## config.mk

```make
export PLATFORM = sky130hd
export DESIGN_NAME = i2c_ack_ctrl
export DESIGN_NICKNAME = d
export VERILOG_FILES = /design/src/rtl/i2c_ack_pkg.sv /design/src/rtl/ack_bit_counter.sv /design/src/rtl/ack_byte_budget.sv /design/src/rtl/ack_line_driver.sv /design/src/rtl/i2c_ack_ctrl.sv
export SDC_FILE = /design/constraint.sdc
export NUM_CORES = 1
export LEC_CHECK = 0
export CORE_UTILIZATION = 50
export DETAILED_ROUTE_END_ITERATION = 10
export DONT_BUFFER_PORTS = 1
export PLACE_DENSITY_LB_ADDON = 0.05
export SLEW_MARGIN = 20
export SYNTH_ARGS = -nofsm -noshare
export SYNTH_HDL_FRONTEND = slang
export SYNTH_SLANG_ARGS = --single-unit
```

## constraint.sdc

```tcl
create_clock -name clk -period 2 [get_ports clk]
set_input_delay 0.4 -clock clk [delete_from_list [all_inputs] [get_ports clk]]
set_output_delay 0.4 -clock clk [all_outputs]
set_load 0.01 [all_outputs]
```

## src/rtl/i2c_ack_pkg.sv

```systemverilog
package i2c_ack_pkg;

  typedef enum logic [1:0] {
    DRV_IDLE  = 2'd0,
    DRV_HOLD  = 2'd1,
    DRV_LETGO = 2'd2
  } drv_state_e;

  // 1 means pull SDA low (ACK)
  function automatic logic ack_pull(
    input logic addr_phase,
    input logic matched,
    input logic cnt_zero,
    input logic dt_bit,
    input logic end_bit
  );
    logic pull;
    if (addr_phase) pull = matched & ~dt_bit;
    else if (cnt_zero) pull = ~end_bit;
    else pull = ~dt_bit;
    return pull;
  endfunction

  function automatic logic hold_wanted(
    input logic addr_phase,
    input logic matched,
    input logic addr_hold,
    input logic data_hold
  );
    return addr_phase ? (addr_hold & matched) : data_hold;
  endfunction

endpackage

```

## src/rtl/ack_bit_counter.sv

```systemverilog
module ack_bit_counter #(
  parameter int BITS = 8
) (
  input  logic clk,
  input  logic rst_n,
  input  logic scl_in,
  input  logic start_det,
  output logic fall_last,
  output logic rise_slot,
  output logic fall_slot,
  output logic addr_phase,
  output logic ack_time
);
  localparam int SLOT = BITS + 1;
  localparam int RC_W = $clog2(SLOT + 1);

  logic            scl_q;
  logic [RC_W-1:0] rcnt;
  logic            scl_rise;
  logic            scl_fall;

  assign scl_rise  = scl_in & ~scl_q;
  assign scl_fall  = ~scl_in & scl_q;
  assign fall_last = scl_fall && (rcnt == RC_W'(BITS));
  assign rise_slot = scl_rise && (rcnt == RC_W'(BITS));
  assign fall_slot = scl_fall && (rcnt == RC_W'(SLOT));

  always_ff @(posedge clk or negedge rst_n) begin
    if (!rst_n) begin
      scl_q      <= 1'b1;
      rcnt       <= '0;
      addr_phase <= 1'b1;
      ack_time   <= 1'b0;
    end else begin
      scl_q <= scl_in;
      if (start_det) begin
        rcnt       <= '0;
        addr_phase <= 1'b1;
        ack_time   <= 1'b0;
      end else begin
        if (scl_rise && rcnt < RC_W'(SLOT)) rcnt <= rcnt + 1'b1;
        if (fall_slot) begin
          rcnt       <= '0;
          addr_phase <= 1'b0;
        end
        if (fall_last) ack_time <= 1'b1;
        else if (rise_slot) ack_time <= 1'b0;
      end
    end
  end
endmodule

```

## src/rtl/ack_byte_budget.sv

```systemverilog
module ack_byte_budget #(
  parameter int CNT_W = 8
) (
  input  logic             clk,
  input  logic             rst_n,
  input  logic             load,
  input  logic [CNT_W-1:0] din,
  input  logic             dec,
  output logic [CNT_W-1:0] left,
  output logic             is_zero
);
  function automatic logic [CNT_W-1:0] step_down(input logic [CNT_W-1:0] v);
    return (v == '0) ? v : v - 1'b1;
  endfunction

  assign is_zero = (left == '0);

  always_ff @(posedge clk or negedge rst_n) begin
    if (!rst_n) left <= '0;
    else if (load) left <= din;
    else if (dec) left <= step_down(left);
  end
endmodule

```

## src/rtl/ack_line_driver.sv

```systemverilog
module ack_line_driver
  import i2c_ack_pkg::*;
(
  input  logic clk,
  input  logic rst_n,
  input  logic start_det,
  input  logic fall_last,
  input  logic fall_slot,
  input  logic addr_phase,
  input  logic addr_match,
  input  logic cnt_zero,
  input  logic ack_dt,
  input  logic ack_end,
  input  logic addr_hold_en,
  input  logic wr_hold_en,
  input  logic release_i,
  output logic sda_pd,
  output logic scl_pd,
  output logic holding
);
  drv_state_e state;
  logic       match_q;
  logic       matched_now;
  logic       pull_lvl;
  logic       want_hold;

  assign matched_now = match_q | addr_match;
  assign pull_lvl    = ack_pull(addr_phase, matched_now, cnt_zero, ack_dt, ack_end);
  assign want_hold   = hold_wanted(addr_phase, matched_now, addr_hold_en, wr_hold_en);
  assign holding     = (state == DRV_HOLD);

  always_ff @(posedge clk or negedge rst_n) begin
    if (!rst_n) begin
      state   <= DRV_IDLE;
      match_q <= 1'b0;
      sda_pd  <= 1'b0;
      scl_pd  <= 1'b0;
    end else if (start_det) begin
      state   <= DRV_IDLE;
      match_q <= 1'b0;
      sda_pd  <= 1'b0;
      scl_pd  <= 1'b0;
    end else begin
      if (addr_match) match_q <= 1'b1;
      unique case (state)
        DRV_IDLE: begin
          if (fall_last) begin
            if (want_hold) begin
              scl_pd <= 1'b1;
              state  <= DRV_HOLD;
            end else begin
              sda_pd <= pull_lvl;
            end
          end else if (fall_slot) begin
            sda_pd <= 1'b0;
          end
        end
        DRV_HOLD: begin
          if (release_i) begin
            sda_pd <= pull_lvl;
            state  <= DRV_LETGO;
          end
        end
        DRV_LETGO: begin
          scl_pd <= 1'b0;
          state  <= DRV_IDLE;
        end
        default: state <= DRV_IDLE;
      endcase
    end
  end
endmodule

```

## src/rtl/i2c_ack_ctrl.sv

```systemverilog
module i2c_ack_ctrl #(
  parameter int BITS  = 8,
  parameter int CNT_W = 8
) (
  input  logic             clk,
  input  logic             rst_n,
  input  logic             scl_in,
  input  logic             sda_in,
  input  logic             start_det,
  input  logic             addr_match,
  input  logic             ack_dt,
  input  logic             ack_end,
  input  logic             addr_hold_en,
  input  logic             wr_hold_en,
  input  logic             release_i,
  input  logic             bytes_load,
  input  logic [CNT_W-1:0] bytes_din,
  output logic             sda_pd,
  output logic             scl_pd,
  output logic             ack_time,
  output logic             holding,
  output logic [CNT_W-1:0] bytes_left
);
  // named internal events, observed by the checker
  logic fall_last_w;
  logic rise_slot_w;
  logic fall_slot_w;
  logic addr_phase_w;
  logic cnt_zero_w;
  logic dec_w;
  logic sda_unused;

  assign sda_unused = sda_in;
  assign dec_w      = fall_slot_w & ~addr_phase_w & sda_pd & ~start_det;

  ack_bit_counter #(.BITS(BITS)) u_bits (
    .clk        (clk),
    .rst_n      (rst_n),
    .scl_in     (scl_in),
    .start_det  (start_det),
    .fall_last  (fall_last_w),
    .rise_slot  (rise_slot_w),
    .fall_slot  (fall_slot_w),
    .addr_phase (addr_phase_w),
    .ack_time   (ack_time)
  );

  ack_byte_budget #(.CNT_W(CNT_W)) u_budget (
    .clk     (clk),
    .rst_n   (rst_n),
    .load    (bytes_load),
    .din     (bytes_din),
    .dec     (dec_w),
    .left    (bytes_left),
    .is_zero (cnt_zero_w)
  );

  ack_line_driver u_drv (
    .clk          (clk),
    .rst_n        (rst_n),
    .start_det    (start_det),
    .fall_last    (fall_last_w),
    .fall_slot    (fall_slot_w),
    .addr_phase   (addr_phase_w),
    .addr_match   (addr_match),
    .cnt_zero     (cnt_zero_w),
    .ack_dt       (ack_dt),
    .ack_end      (ack_end),
    .addr_hold_en (addr_hold_en),
    .wr_hold_en   (wr_hold_en),
    .release_i    (release_i),
    .sda_pd       (sda_pd),
    .scl_pd       (scl_pd),
    .holding      (holding)
  );
endmodule

```

==> impl_metrics.csv <==
group,metric,value,unit
clocking,clk_pin_slew,0.13,ns
detailed_routing,remaining_drc_errors,0,
critical_path,cp_slowest_cell,"or4_1",
detailed_routing,vias_per_cell,5.77,
global_route,overflow,0,
sta,worst-slew-pin-transition,0.888,ns
pwr,ir_drop,0.356,mV
clocking,htreeDepth,1,
global_route,antenna_found_initial,0,
sta,max_freq,530,MHz
synthesis,yosysWarnings,0,
sta,hold_viol,0,
pwr,power_leakage,0.583,nW
worst_hold_path,min_path_type,"input port to register",
synthesis,synth_top_area_share,35.9,%
synthesis,syn_inst,136,
worst_hold_path,hold_start,"scl_in",
global_route,grt_start_max_net_pins,21,
pwr,p_per_area,586,nW/um^2
synthesis,yosys.area.top_type,"dfrtp_1",
sta,maxSlewHeadroom,40.6,%
critical_path,worst_path_largest_cell_delay,0.56,ns
final_layout,antennaDiodeCount,0,
placed_design,portBuffers,0,
synthesis,synth_area_leaders,"dfrtp_1, nor2_1, ha_1",
synthesis,synth_area,1250,sq um
placed_design,dp_cells,171,
worst_hold_path,whs_endpoint,"u_bits.scl_q",
clocking,clockBufferDepth,2,
detailed_routing,wl_per_cell,14.4,um
sta,fin_crit_sh,94.3,%
final_layout,seq_area,503,sq um
critical_path,rr_startpoint,"u_budget.left[0]",
floorplanning,row_count,17,
critical_path,critical-path-top-delay-family,"simple AND/OR/NAND/NOR gates",
critical_path,r2r_slack,0.11,ns
global_route,grt_pass1_vias,1041,
run,maxCapViolCount,0,
synthesis,syn_nets,161,
critical_path,required,2.22,ns
sta,finalMaxSlewViolations,0,
floorplanning,start_util,54.6,%
final_layout,nFillCells,222,
critical_path,r2r_cells,6,
final_layout,multi_input_area,659,sq um
worst_hold_path,hold_path_depth,0,
placed_design,placed_cell_area,1340,sq um
synthesis,syn_area_per_cell,9.22,sq um
placed_design,routabilityCongestion,0.765,
synthesis,synth_cell_type_count,41,
detailed_routing,drtPass1Iterations,4,
synthesis,synthFlopType,"dfrtp_1",
sta,setup_viol,0,
detailed_routing,drt_iter0_markers,13,
outcome,outcome,"completed",
placed_design,hpwlAfterDp,1910,um
sta,period_minus_slack,1.89,ns
sta,fin_setup_tns,0,ns
clocking,cts_made_buffers,3,
global_route,track_usage,20.9,%
synthesis,synth_edf_count,0,
floorplanning,die_y,52.1,um
critical_path,crit_chain,"inv_1 -> ha_1 -> nor3b_1 -> and2_1 -> or4_1 -> a31oi_1",
global_route,grt_pass1_wl,4240,um
final_layout,drive_above_1_share,16.9,%
final_layout,final_nets,174,
synthesis,synthArstFlopShare,100,%
floorplanning,design.core.area,2300,sq um
critical_path,crit_arrival,2.10,ns
critical_path,critPathBufInv,1,
critical_path,endpoint_kind,"register",
critical_path,critPathKind,"register to register",
critical_path,cp_max_fo,15,
floorplanning,die_area,2710,sq um
final_layout,final_cell_count_no_fill,176,
detailed_routing,ant_nets,0,
clocking,cts_tree,"built",
sta,fin_skew,0.0148,ns
clocking,root_buffer,"clkbuf_4",
detailed_routing,vias,1016,
floorplanning,io_pins,32,
synthesis,ys_ff_latch,20,
sta,rsz0062_at_grt,"no",
critical_path,start_kind,"register",
critical_path,timing.rr.end,"u_budget.left[3]",
clocking,clock_latency,0.30,ns
floorplanning,dieWidth,52.1,um
synthesis,ys_seq_area_share,40.1,%
final_layout,final_area,1390,sq um
detailed_routing,routed_wl,2530,um
final_layout,area_growth,10.6,%
clocking,cts.sinks,20,
## cell families after synthesis
family	Yosys count	share of synthesized area (%)
DFF	20	40.1
and+or+nand+nor	60	28.6
AOI/OAI and AO/OA	29	16.0
adders and majority gates	5	4.99
buffers and inverters	18	7.28
muxes	2	1.60
xor gates and xnor gates	2	1.40
## sequential cells by signal, indices dropped and copies added (netlist names)
signal             count
u_drv.sda_pd           1
u_drv.match_q          1
u_budget.left          8
u_bits.addr_phase      1
u_drv.state            2
u_drv.scl_pd           1
u_bits.scl_q           1
u_bits.rcnt            4
u_bits.ack_time        1
## layer usage
metal	wire length, um	global-route usage [%]	up-vias
met2	1320	40.0	26
met1	1050	21.3	472
met3	128	6.14	4
met4	29	6.31	0
met5	0	0	-
li1	-	-	514
## stage by stage
stage / power [mW] / hold slack (ns) / setup slack [ns] / util [%]
floorplan: 0.524 / 0.104 / 0.0995 / -
global placement: 0.565 / 0.105 / 0.0601 / 58.3
detailed placement: 0.569 / 0.105 / 0.0453 / 58.3
CTS: 0.818 / 0.0844 / 0.111 / 60.3
global route: 0.860 / 0.0641 / 0.0167 / 60.3
finish: 0.812 / 0.0900 / 0.114 / 60.3
## how the worst max path moves through the flow
stage / to / slack [ns] / startpoint / cells past startpoint
after CTS: u_budget.left[3] / 0.11 / u_budget.left[0] / 6
after floorplan: u_budget.left[1] / 0.1 / u_budget.left[0] / 8
final: u_budget.left[3] / 0.11 / u_budget.left[0] / 6
after detailed placement: u_budget.left[3] / 0.05 / u_budget.left[0] / 6
after global routing: u_budget.left[3] / 0.02 / u_budget.left[0] / 6
after global placement: u_budget.left[3] / 0.06 / u_budget.left[0] / 6
## cell type report
type / count / share of cell area (%)
flip-flops and latches: 20 / 36.3
well taps: 28 / 2.53
inverters: 12 / 3.25
multi-input cells: 98 / 47.6
repair buffers: 14 / 7.76
clock buffers: 4 / 2.62
## synth_stat cells (all sizes together) (2+ instances only)
cell type  instances
a21o               2
o21ai              3
nand2              6
dfrtp             18
o31ai              6
nand3b             2
nor4               2
nand4              3
a211oi             2
nor2              18
clkbuf             2
and3b              2
dfstp              2
nor2b              2
nand2b             6
or3                3
nand4b             2
a21oi              4
buf                4
or4                7
ha                 5
xnor2              2
nor3               2
mux2i              2
a31oi              8
inv               12
## where the power goes
part           leakage (nW)  total [mW]  internal (mW)  switching, mW
combinational         0.314       0.128         0.0567         0.0717
clock                0.0210       0.243          0.111          0.132
sequential            0.249       0.441          0.425         0.0165
## repair_timing
| action | 4_1_cts | 5_1_grt |
|---|---|---|
| hold buffers | 1 | 0 |
| gates resized for setup | 1 | 0 |
| hold endpoints to repair | 20 | 0 |
| setup buffers | 0 | 0 |
| setup endpoints to repair | 1 | 0 |
## placed cells by master, fill, tap and decap left out, types with 2 or more instances in the layout
| cell type | instances |
|---|---|
| nor2_1 | 17 |
| nor3_1 | 2 |
| nand2b_1 | 6 |
| ha_1 | 5 |
| mux2i_1 | 2 |
| a31oi_1 | 8 |
| and3b_1 | 2 |
| or4_1 | 7 |
| dfstp_2 | 2 |
| or3_1 | 3 |
| inv_1 | 12 |
| nor2b_1 | 2 |
| o31ai_1 | 6 |
| xnor2_1 | 2 |
| buf_4 | 13 |
| dfrtp_1 | 18 |
| o21ai_0 | 2 |
| nand2_1 | 6 |
| nand3b_1 | 2 |
| clkbuf_4 | 3 |
| nand4b_1 | 2 |
| a21oi_1 | 4 |
| nand4_1 | 2 |
| a211oi_1 | 2 |
No activity file was read; power rests on OpenSTA's default activity.
